$ cat src/rtl/burst_seq_pkg.sv
package burst_seq_pkg;

  localparam int CFG_W     = 16;
  localparam int MODE_BIT  = 15;
  localparam int LAT_LSB   = 10;
  localparam int LAT_W     = 4;
  localparam int EARLY_BIT = 8;
  localparam int LEN_LSB   = 0;
  localparam int LEN_W     = 3;
  localparam int CNT_W     = 4;
  localparam int LAT_BASE  = 2;
  localparam int LAT_TOP   = 9;

  localparam logic [CFG_W-1:0] CFG_KEEP  = 16'hBFC7;
  localparam logic [CFG_W-1:0] CFG_RESET = 16'h9CC3;

  typedef enum logic [1:0] {
    ST_IDLE  = 2'd0,
    ST_DELAY = 2'd1,
    ST_DATA  = 2'd2
  } seq_state_t;

  typedef struct packed {
    logic             sync_en;
    logic [CNT_W-1:0] lat;
    logic             wait_early;
    logic [CNT_W-1:0] beats;
  } cfg_dec_t;

  function automatic cfg_dec_t decode_cfg(input logic [CFG_W-1:0] c);
    cfg_dec_t         d;
    logic [LAT_W-1:0] code;
    logic [LEN_W-1:0] len;
    code = c[LAT_LSB +: LAT_W];
    len  = c[LEN_LSB +: LEN_W];
    d.sync_en    = !c[MODE_BIT] && (len == 3'd1 || len == 3'd2 || len == 3'd3);
    d.lat        = (code > CNT_W'(LAT_TOP - LAT_BASE)) ? CNT_W'(LAT_TOP)
                                                        : code + CNT_W'(LAT_BASE);
    d.wait_early = c[EARLY_BIT];
    d.beats      = d.sync_en ? (CNT_W'(1) << len) : CNT_W'(1);
    return d;
  endfunction

endpackage

$ cat src/rtl/cfg_store.sv
module cfg_store #(
  parameter int W = 16,
  parameter logic [W-1:0] RST_VAL = '0,
  parameter logic [W-1:0] KEEP    = '1
) (
  input  logic         clk,
  input  logic         rst,
  input  logic         wr_en,
  input  logic [W-1:0] wr_data,
  output logic [W-1:0] value
);

  always_ff @(posedge clk) begin
    if (rst) begin
      value <= RST_VAL;
    end else if (wr_en) begin
      value <= wr_data & KEEP;
    end
  end

endmodule

$ cat src/rtl/wrap_addr.sv
module wrap_addr #(
  parameter int AW    = 10,
  parameter int IDX_W = 4
) (
  input  logic [AW-1:0]    base,
  input  logic [IDX_W-1:0] idx,
  input  logic [IDX_W-1:0] span,
  output logic [AW-1:0]    addr
);

  logic [AW-1:0] low_mask;
  logic [AW-1:0] stepped;

  assign low_mask = AW'(span) - AW'(1);
  assign stepped  = base + AW'(idx);

  for (genvar i = 0; i < AW; i++) begin : g_bit
    assign addr[i] = low_mask[i] ? stepped[i] : base[i];
  end

endmodule

$ cat src/rtl/word_rom.sv
module word_rom #(
  parameter int AW = 10,
  parameter int DW = 32,
  parameter logic [DW-1:0] MULT = 32'h9E3779B1
) (
  input  logic [AW-1:0] addr,
  output logic [DW-1:0] data
);

  logic [DW-1:0] wide_addr;

  assign wide_addr = DW'(addr);
  assign data      = wide_addr * MULT;

endmodule

$ cat src/rtl/burst_ctrl.sv
module burst_ctrl
  import burst_seq_pkg::*;
#(
  parameter int AW = 10,
  parameter int DW = 32
) (
  input  logic             clk,
  input  logic             rst,
  input  logic             start,
  input  logic [AW-1:0]    start_addr,
  input  cfg_dec_t         dec,
  input  logic [DW-1:0]    mem_data,
  output logic [AW-1:0]    sel_base,
  output logic [CNT_W-1:0] sel_idx,
  output logic [CNT_W-1:0] sel_span,
  output logic [DW-1:0]    dout,
  output logic             dout_valid,
  output logic             wait_n,
  output logic             busy
);

  seq_state_t       state_q;
  logic [CNT_W-1:0] cnt_q;
  logic [CNT_W-1:0] beat_q;
  logic [CNT_W-1:0] lat_q;
  logic [CNT_W-1:0] beats_q;
  logic             early_q;
  logic [AW-1:0]    base_q;

  always_comb begin
    sel_base = (state_q == ST_IDLE) ? start_addr : base_q;
    sel_idx  = (state_q == ST_DATA) ? beat_q : '0;
    sel_span = (state_q == ST_IDLE) ? CNT_W'(1) : beats_q;
  end

  always_ff @(posedge clk) begin
    if (rst) begin
      state_q    <= ST_IDLE;
      cnt_q      <= '0;
      beat_q     <= '0;
      lat_q      <= CNT_W'(LAT_TOP);
      beats_q    <= CNT_W'(1);
      early_q    <= 1'b0;
      base_q     <= '0;
      dout       <= '0;
      dout_valid <= 1'b0;
      wait_n     <= 1'b1;
    end else begin
      case (state_q)
        ST_IDLE: begin
          wait_n     <= 1'b1;
          dout_valid <= 1'b0;
          if (start) begin
            if (dec.sync_en) begin
              state_q <= ST_DELAY;
              cnt_q   <= CNT_W'(1);
              base_q  <= start_addr;
              lat_q   <= dec.lat;
              early_q <= dec.wait_early;
              beats_q <= dec.beats;
              wait_n  <= 1'b0;
            end else begin
              dout       <= mem_data;
              dout_valid <= 1'b1;
            end
          end
        end
        ST_DELAY: begin
          if (cnt_q == lat_q) begin
            dout       <= mem_data;
            dout_valid <= 1'b1;
            beat_q     <= CNT_W'(1);
            wait_n     <= 1'b1;
            state_q    <= ST_DATA;
          end else begin
            cnt_q  <= cnt_q + CNT_W'(1);
            wait_n <= early_q && (cnt_q + CNT_W'(1) == lat_q);
          end
        end
        ST_DATA: begin
          wait_n <= 1'b1;
          if (beat_q < beats_q) begin
            dout       <= mem_data;
            dout_valid <= 1'b1;
            beat_q     <= beat_q + CNT_W'(1);
          end else begin
            dout_valid <= 1'b0;
            state_q    <= ST_IDLE;
          end
        end
        default: state_q <= ST_IDLE;
      endcase
    end
  end

  assign busy = (state_q != ST_IDLE);

endmodule

$ cat src/rtl/burst_read_seq.sv
module burst_read_seq
  import burst_seq_pkg::*;
#(
  parameter int AW = 10,
  parameter int DW = 32,
  parameter logic [DW-1:0] MEM_MULT = 32'h9E3779B1
) (
  input  logic             clk,
  input  logic             rst,
  input  logic             cfg_we,
  input  logic [CFG_W-1:0] cfg_wdata,
  output logic [CFG_W-1:0] cfg_rdata,
  input  logic             rd_start,
  input  logic [AW-1:0]    rd_addr,
  output logic [DW-1:0]    dout,
  output logic             dout_valid,
  output logic             wait_n,
  output logic             busy
);

  cfg_dec_t         dec;
  logic             cfg_take;
  logic [AW-1:0]    sel_base;
  logic [CNT_W-1:0] sel_idx;
  logic [CNT_W-1:0] sel_span;
  logic [AW-1:0]    mem_addr;
  logic [DW-1:0]    mem_data;

  assign cfg_take = cfg_we && !busy && !rd_start;
  assign dec      = decode_cfg(cfg_rdata);

  cfg_store #(
    .W      (CFG_W),
    .RST_VAL(CFG_RESET),
    .KEEP   (CFG_KEEP)
  ) u_cfg (
    .clk    (clk),
    .rst    (rst),
    .wr_en  (cfg_take),
    .wr_data(cfg_wdata),
    .value  (cfg_rdata)
  );

  burst_ctrl #(
    .AW(AW),
    .DW(DW)
  ) u_ctrl (
    .clk       (clk),
    .rst       (rst),
    .start     (rd_start),
    .start_addr(rd_addr),
    .dec       (dec),
    .mem_data  (mem_data),
    .sel_base  (sel_base),
    .sel_idx   (sel_idx),
    .sel_span  (sel_span),
    .dout      (dout),
    .dout_valid(dout_valid),
    .wait_n    (wait_n),
    .busy      (busy)
  );

  wrap_addr #(
    .AW   (AW),
    .IDX_W(CNT_W)
  ) u_wrap (
    .base(sel_base),
    .idx (sel_idx),
    .span(sel_span),
    .addr(mem_addr)
  );

  word_rom #(
    .AW  (AW),
    .DW  (DW),
    .MULT(MEM_MULT)
  ) u_rom (
    .addr(mem_addr),
    .data(mem_data)
  );

endmodule

$ cat config.mk
export PLATFORM = sky130hd
export DESIGN_NAME = burst_read_seq
export DESIGN_NICKNAME = d
export VERILOG_FILES = /design/src/rtl/burst_seq_pkg.sv /design/src/rtl/cfg_store.sv /design/src/rtl/wrap_addr.sv /design/src/rtl/word_rom.sv /design/src/rtl/burst_ctrl.sv /design/src/rtl/burst_read_seq.sv
export SDC_FILE = /design/constraint.sdc
export NUM_CORES = 1
export LEC_CHECK = 0
export ABC_CLOCK_PERIOD_IN_PS = 23900
export BUFFER_PORTS_ARGS = -buffer_cell sky130_fd_sc_hd__buf_2
export CAP_MARGIN = 20
export CORE_ASPECT_RATIO = 0.75
export CORE_MARGIN = 2
export CORE_UTILIZATION = 40
export CTS_CLUSTER_DIAMETER = 150
export DETAILED_ROUTE_END_ITERATION = 6
export PLACE_DENSITY = 0.57
export SYNTH_ARGS = -nofsm -noshare
export SYNTH_HDL_FRONTEND = slang
export SYNTH_SLANG_ARGS = --single-unit
$ cat constraint.sdc
create_clock -name clk -period 23.9 [get_ports clk]
set_input_delay 4.78 -clock clk [delete_from_list [all_inputs] [get_ports clk]]
set_output_delay 4.78 -clock clk [all_outputs]
set_load 0.01 [all_outputs]
==> impl_summary.log <==
[metrics] cell type with the largest total area after synthesis: sky130_fd_sc_hd__fa_1
[metrics] CTS Buffer Depth: 2
[metrics] DRT Pass-1 Iters: 7
[metrics] Worst-path clk slew: around 0.070 ns
[metrics] part of the cycle the worst path needs: 49.63%
[metrics] simple-gate share of the synthesized area: 16.46%
[metrics] failing checks: DRC
[metrics] area share of the leading cell type in the synthesized netlist: between 20% and 30%
[metrics] number of global-route vias before repair: 5966
[metrics] CTS tree: yes
[metrics] post-detailed-route count of antenna-violating nets: 0
[metrics] Worst EP required: between 20 and 25 ns
[metrics] first-pass GRT wire length: 32220 um
[metrics] max capacitance violation total: 0
[metrics] total negative slack: 0 ns
[metrics] clock buffer count from CTS: 9
[metrics] count of final hold-check violations: 0
[metrics] Worst slew margin: 30.17%
[metrics] Setup Buffers After CTS: 0
[metrics] crit path max fanout: 5
[metrics] most common cell in the synthesized netlist: sky130_fd_sc_hd__inv_1
[metrics] number of placement rows: 44
[metrics] synthesis-to-finish area growth: 12.35%
[metrics] filler cell count in the final layout: 1936
[metrics] core area: 19270 um2
[metrics] final setup skew: 0.01039 ns
[metrics] element type at the critical path start: input port
[metrics] total I/O pin count: 81
[metrics] clock sinks: 75
[metrics] measured slew at the worst slew-check pin: ~1.0 ns
[metrics] adder and majority gate portion of the synthesized area: 36.13%
[metrics] nets: roughly 1.2k
[metrics] Finish-stage setup viols: 0
[metrics] r2r setup slk: 15.53 ns
[metrics] vertical die dimension: about 130 um
[metrics] Area contributors post-synth: sky130_fd_sc_hd__fa_1 (22%), sky130_fd_sc_hd__dfxtp_1 (19%), sky130_fd_sc_hd__ha_1 (14%), sky130_fd_sc_hd__inv_1 (7.9%), sky130_fd_sc_hd__nand2_1 (5.6%)
[metrics] Critical Path End Type: register
[metrics] count of flip-flops with a built-in enable after synthesis: 0
[metrics] mux share of post-synthesis cell area: 1.602%
[metrics] synthesized instance count: 917
[metrics] data arrival at the endpoint of the critical path: between 10 and 15 ns
[metrics] class of the most critical hold timing path: register to register
[metrics] pin count of the biggest net entering global routing: 86
[metrics] number of flip-flops and latches in the synthesized netlist: 75
[metrics] per-cell routed wire length: 15.62 um
[metrics] die span in x: 165.4 um
[metrics] GRT Residual Overflow: 0
[metrics] final critical delay including setup and external delays: 11.86 ns
[metrics] synthesized-area fraction occupied by xor and xnor cells: 5.269%
[metrics] root buf cell: sky130_fd_sc_hd__clkbuf_16
[metrics] synthesized area per cell: 8.520 um2
[metrics] hold-fix buffers at CTS: 0
[metrics] max-slew violation count: 0
[metrics] final routed DRC violation total: 2
[metrics] weighted congestion reported at the end of routability-driven placement: 0.9016
[metrics] initial core utilization: 40.55%
[metrics] proportion of layout cells with a drive suffix above 1: 12.04%
[metrics] initial antenna violation count: 1
[metrics] vias after detailed routing: 6092
[metrics] path depth of the worst reg2reg path: 28
[metrics] cts repair resizes: 0
[metrics] warnings from Yosys: 0
[metrics] number of distinct library cells after synthesis: 60
[metrics] insertion delay of the later-clocked pin in the worst-skew pair: 0.35 ns
[metrics] start-to-end type of the worst setup path: input port to register
[metrics] number of levels in the clock H-tree: 3
[metrics] proportion of synthesized flip-flops having asynchronous set or reset: 0%
[metrics] total wire length after detailed routing: slightly below 20000 um
[metrics] drt via density: between 4 and 5
[metrics] register area share after synthesis: 19.22%
[metrics] Post-synth top cells: sky130_fd_sc_hd__inv_1 (165), sky130_fd_sc_hd__nand2_1 (116), sky130_fd_sc_hd__ha_1 (88), sky130_fd_sc_hd__fa_1 (86), sky130_fd_sc_hd__a21oi_1 (76)
[metrics] antenna diode count: 0
[metrics] DR iter-0 viols: 423
[metrics] overall fraction of global-route tracks in use: 19.89%
[metrics] area enclosed by the die boundary: slightly above 20000 um2
[metrics] largest family of logic cells by synthesized area: adder cells
[metrics] post-synthesis compound-gate area fraction: between 10% and 20%
[metrics] cell area after synthesis: 7812 um2
[metrics] peak clock frequency supported by timing: 84.30 MHz
[metrics] Post-synth top flop: sky130_fd_sc_hd__dfxtp_1
[metrics] dpl hpwl: 15550 um
[metrics] setup repair after global routing missed its margin: false
[metrics] run status: finished with violations
[metrics] port bufs: 72
[metrics] Final Util: 45.55%
[metrics] count of cells along the worst hold path: 2
[critical path: stages]
cell,delay [ns]
sky130_fd_sc_hd__buf_2,0.11
sky130_fd_sc_hd__mux2i_1,0.29
sky130_fd_sc_hd__inv_1,0.08
sky130_fd_sc_hd__ha_1,0.29
sky130_fd_sc_hd__a21o_1,0.20
sky130_fd_sc_hd__a21oi_1,0.23
sky130_fd_sc_hd__xnor2_1,0.15
sky130_fd_sc_hd__nand2_1,0.06
sky130_fd_sc_hd__o21ai_0,0.38
sky130_fd_sc_hd__inv_1,0.40
sky130_fd_sc_hd__fa_1,0.69
sky130_fd_sc_hd__fa_1,0.53
sky130_fd_sc_hd__inv_1,0.05
sky130_fd_sc_hd__fa_1,0.48
sky130_fd_sc_hd__inv_1,0.06
sky130_fd_sc_hd__fa_1,0.55
sky130_fd_sc_hd__inv_1,0.06
sky130_fd_sc_hd__fa_1,0.50
sky130_fd_sc_hd__inv_1,0.04
sky130_fd_sc_hd__ha_1,0.36
sky130_fd_sc_hd__o21ai_1,0.12
sky130_fd_sc_hd__a22oi_1,0.18
sky130_fd_sc_hd__o21ai_0,0.17
sky130_fd_sc_hd__or3_4,0.38
sky130_fd_sc_hd__o21ai_2,0.17
sky130_fd_sc_hd__nand3_2,0.09
sky130_fd_sc_hd__and3_1,0.15
sky130_fd_sc_hd__or4_1,0.51
[flip-flops by register name (all words and copies together), names as in the netlist]
name and cells:
u_ctrl.lat_q 4, u_ctrl.dout 32, u_ctrl.base_q 10, u_ctrl.wait_n 1, u_ctrl.state_q 2, u_ctrl.beat_q 4
u_ctrl.cnt_q 4, u_ctrl.early_q 1, u_ctrl.beats_q 4, u_cfg.value 12, u_ctrl.dout_valid 1
[cells by family after synthesis]
logic type,after synthesis
simple gates,263
buf+inv,197
fa+ha+maj,174
compound gates,148
flops,75
xor+xnor,47
mux,12
other cells,1
[placed cells by master (no fill, tap or decap), types with 19 or more instances in the layout]
cell,netlist,layout
sky130_fd_sc_hd__inv_1,165,165
sky130_fd_sc_hd__nand2_1,116,116
sky130_fd_sc_hd__ha_1,88,88
sky130_fd_sc_hd__fa_1,86,86
sky130_fd_sc_hd__a21oi_1,76,76
sky130_fd_sc_hd__dfxtp_1,75,75
sky130_fd_sc_hd__buf_2,0,72
sky130_fd_sc_hd__nor2_1,45,45
sky130_fd_sc_hd__xnor2_1,35,35
sky130_fd_sc_hd__nand3_1,19,19
[layout make-up]
class                      instances  area [um2]  area share [%]
clock buffer                       9       225.2           2.566
clock inverter                     7       96.34           1.098
sequential                        75        1501           17.11
inverter                         166       623.1           7.099
multi-input combinational        648        5559           63.34
tap                              253       316.6           3.607
timing repair buffer              83       455.4           5.189
[final timing paths]
check / to / startpoint
worst max-delay path: u_ctrl.dout[30] / rd_addr[1]
worst min-delay path: u_ctrl.dout[6] / u_ctrl.dout[6]
worst max register to register: u_ctrl.dout[30] / u_ctrl.state_q[1]
worst min register to register: u_ctrl.dout[6] / u_ctrl.dout[6]
[through the flow]
stage / worst slack [ns] / area, um2 / cells / hold slack (ns)
2_1_floorplan: 12.72 / 7824 / 920 / 0.4338
3_3_place_gp: 11.72 / 8436 / 1224 / 0.4393
3_5_place_dp: 11.79 / 8436 / 1224 / 0.4443
4_1_cts: 12.08 / 8757 / 1240 / 0.4533
5_1_grt: 11.65 / 8777 / 1241 / 0.4814
6_report: 12.04 / 8777 / 1241 / 0.4527
[per-layer routing]
metal | wire length [um] | global-route usage (%)
met1 | 10780 | 32.79
met2 | 7337 | 26.52
met3 | 1094 | 4.247
met4 | 165 | 2.992
met5 | 0 | 0
Power is not shown: default switching activity piles up to over one toggle a cycle in this logic, so the estimate is an artifact.
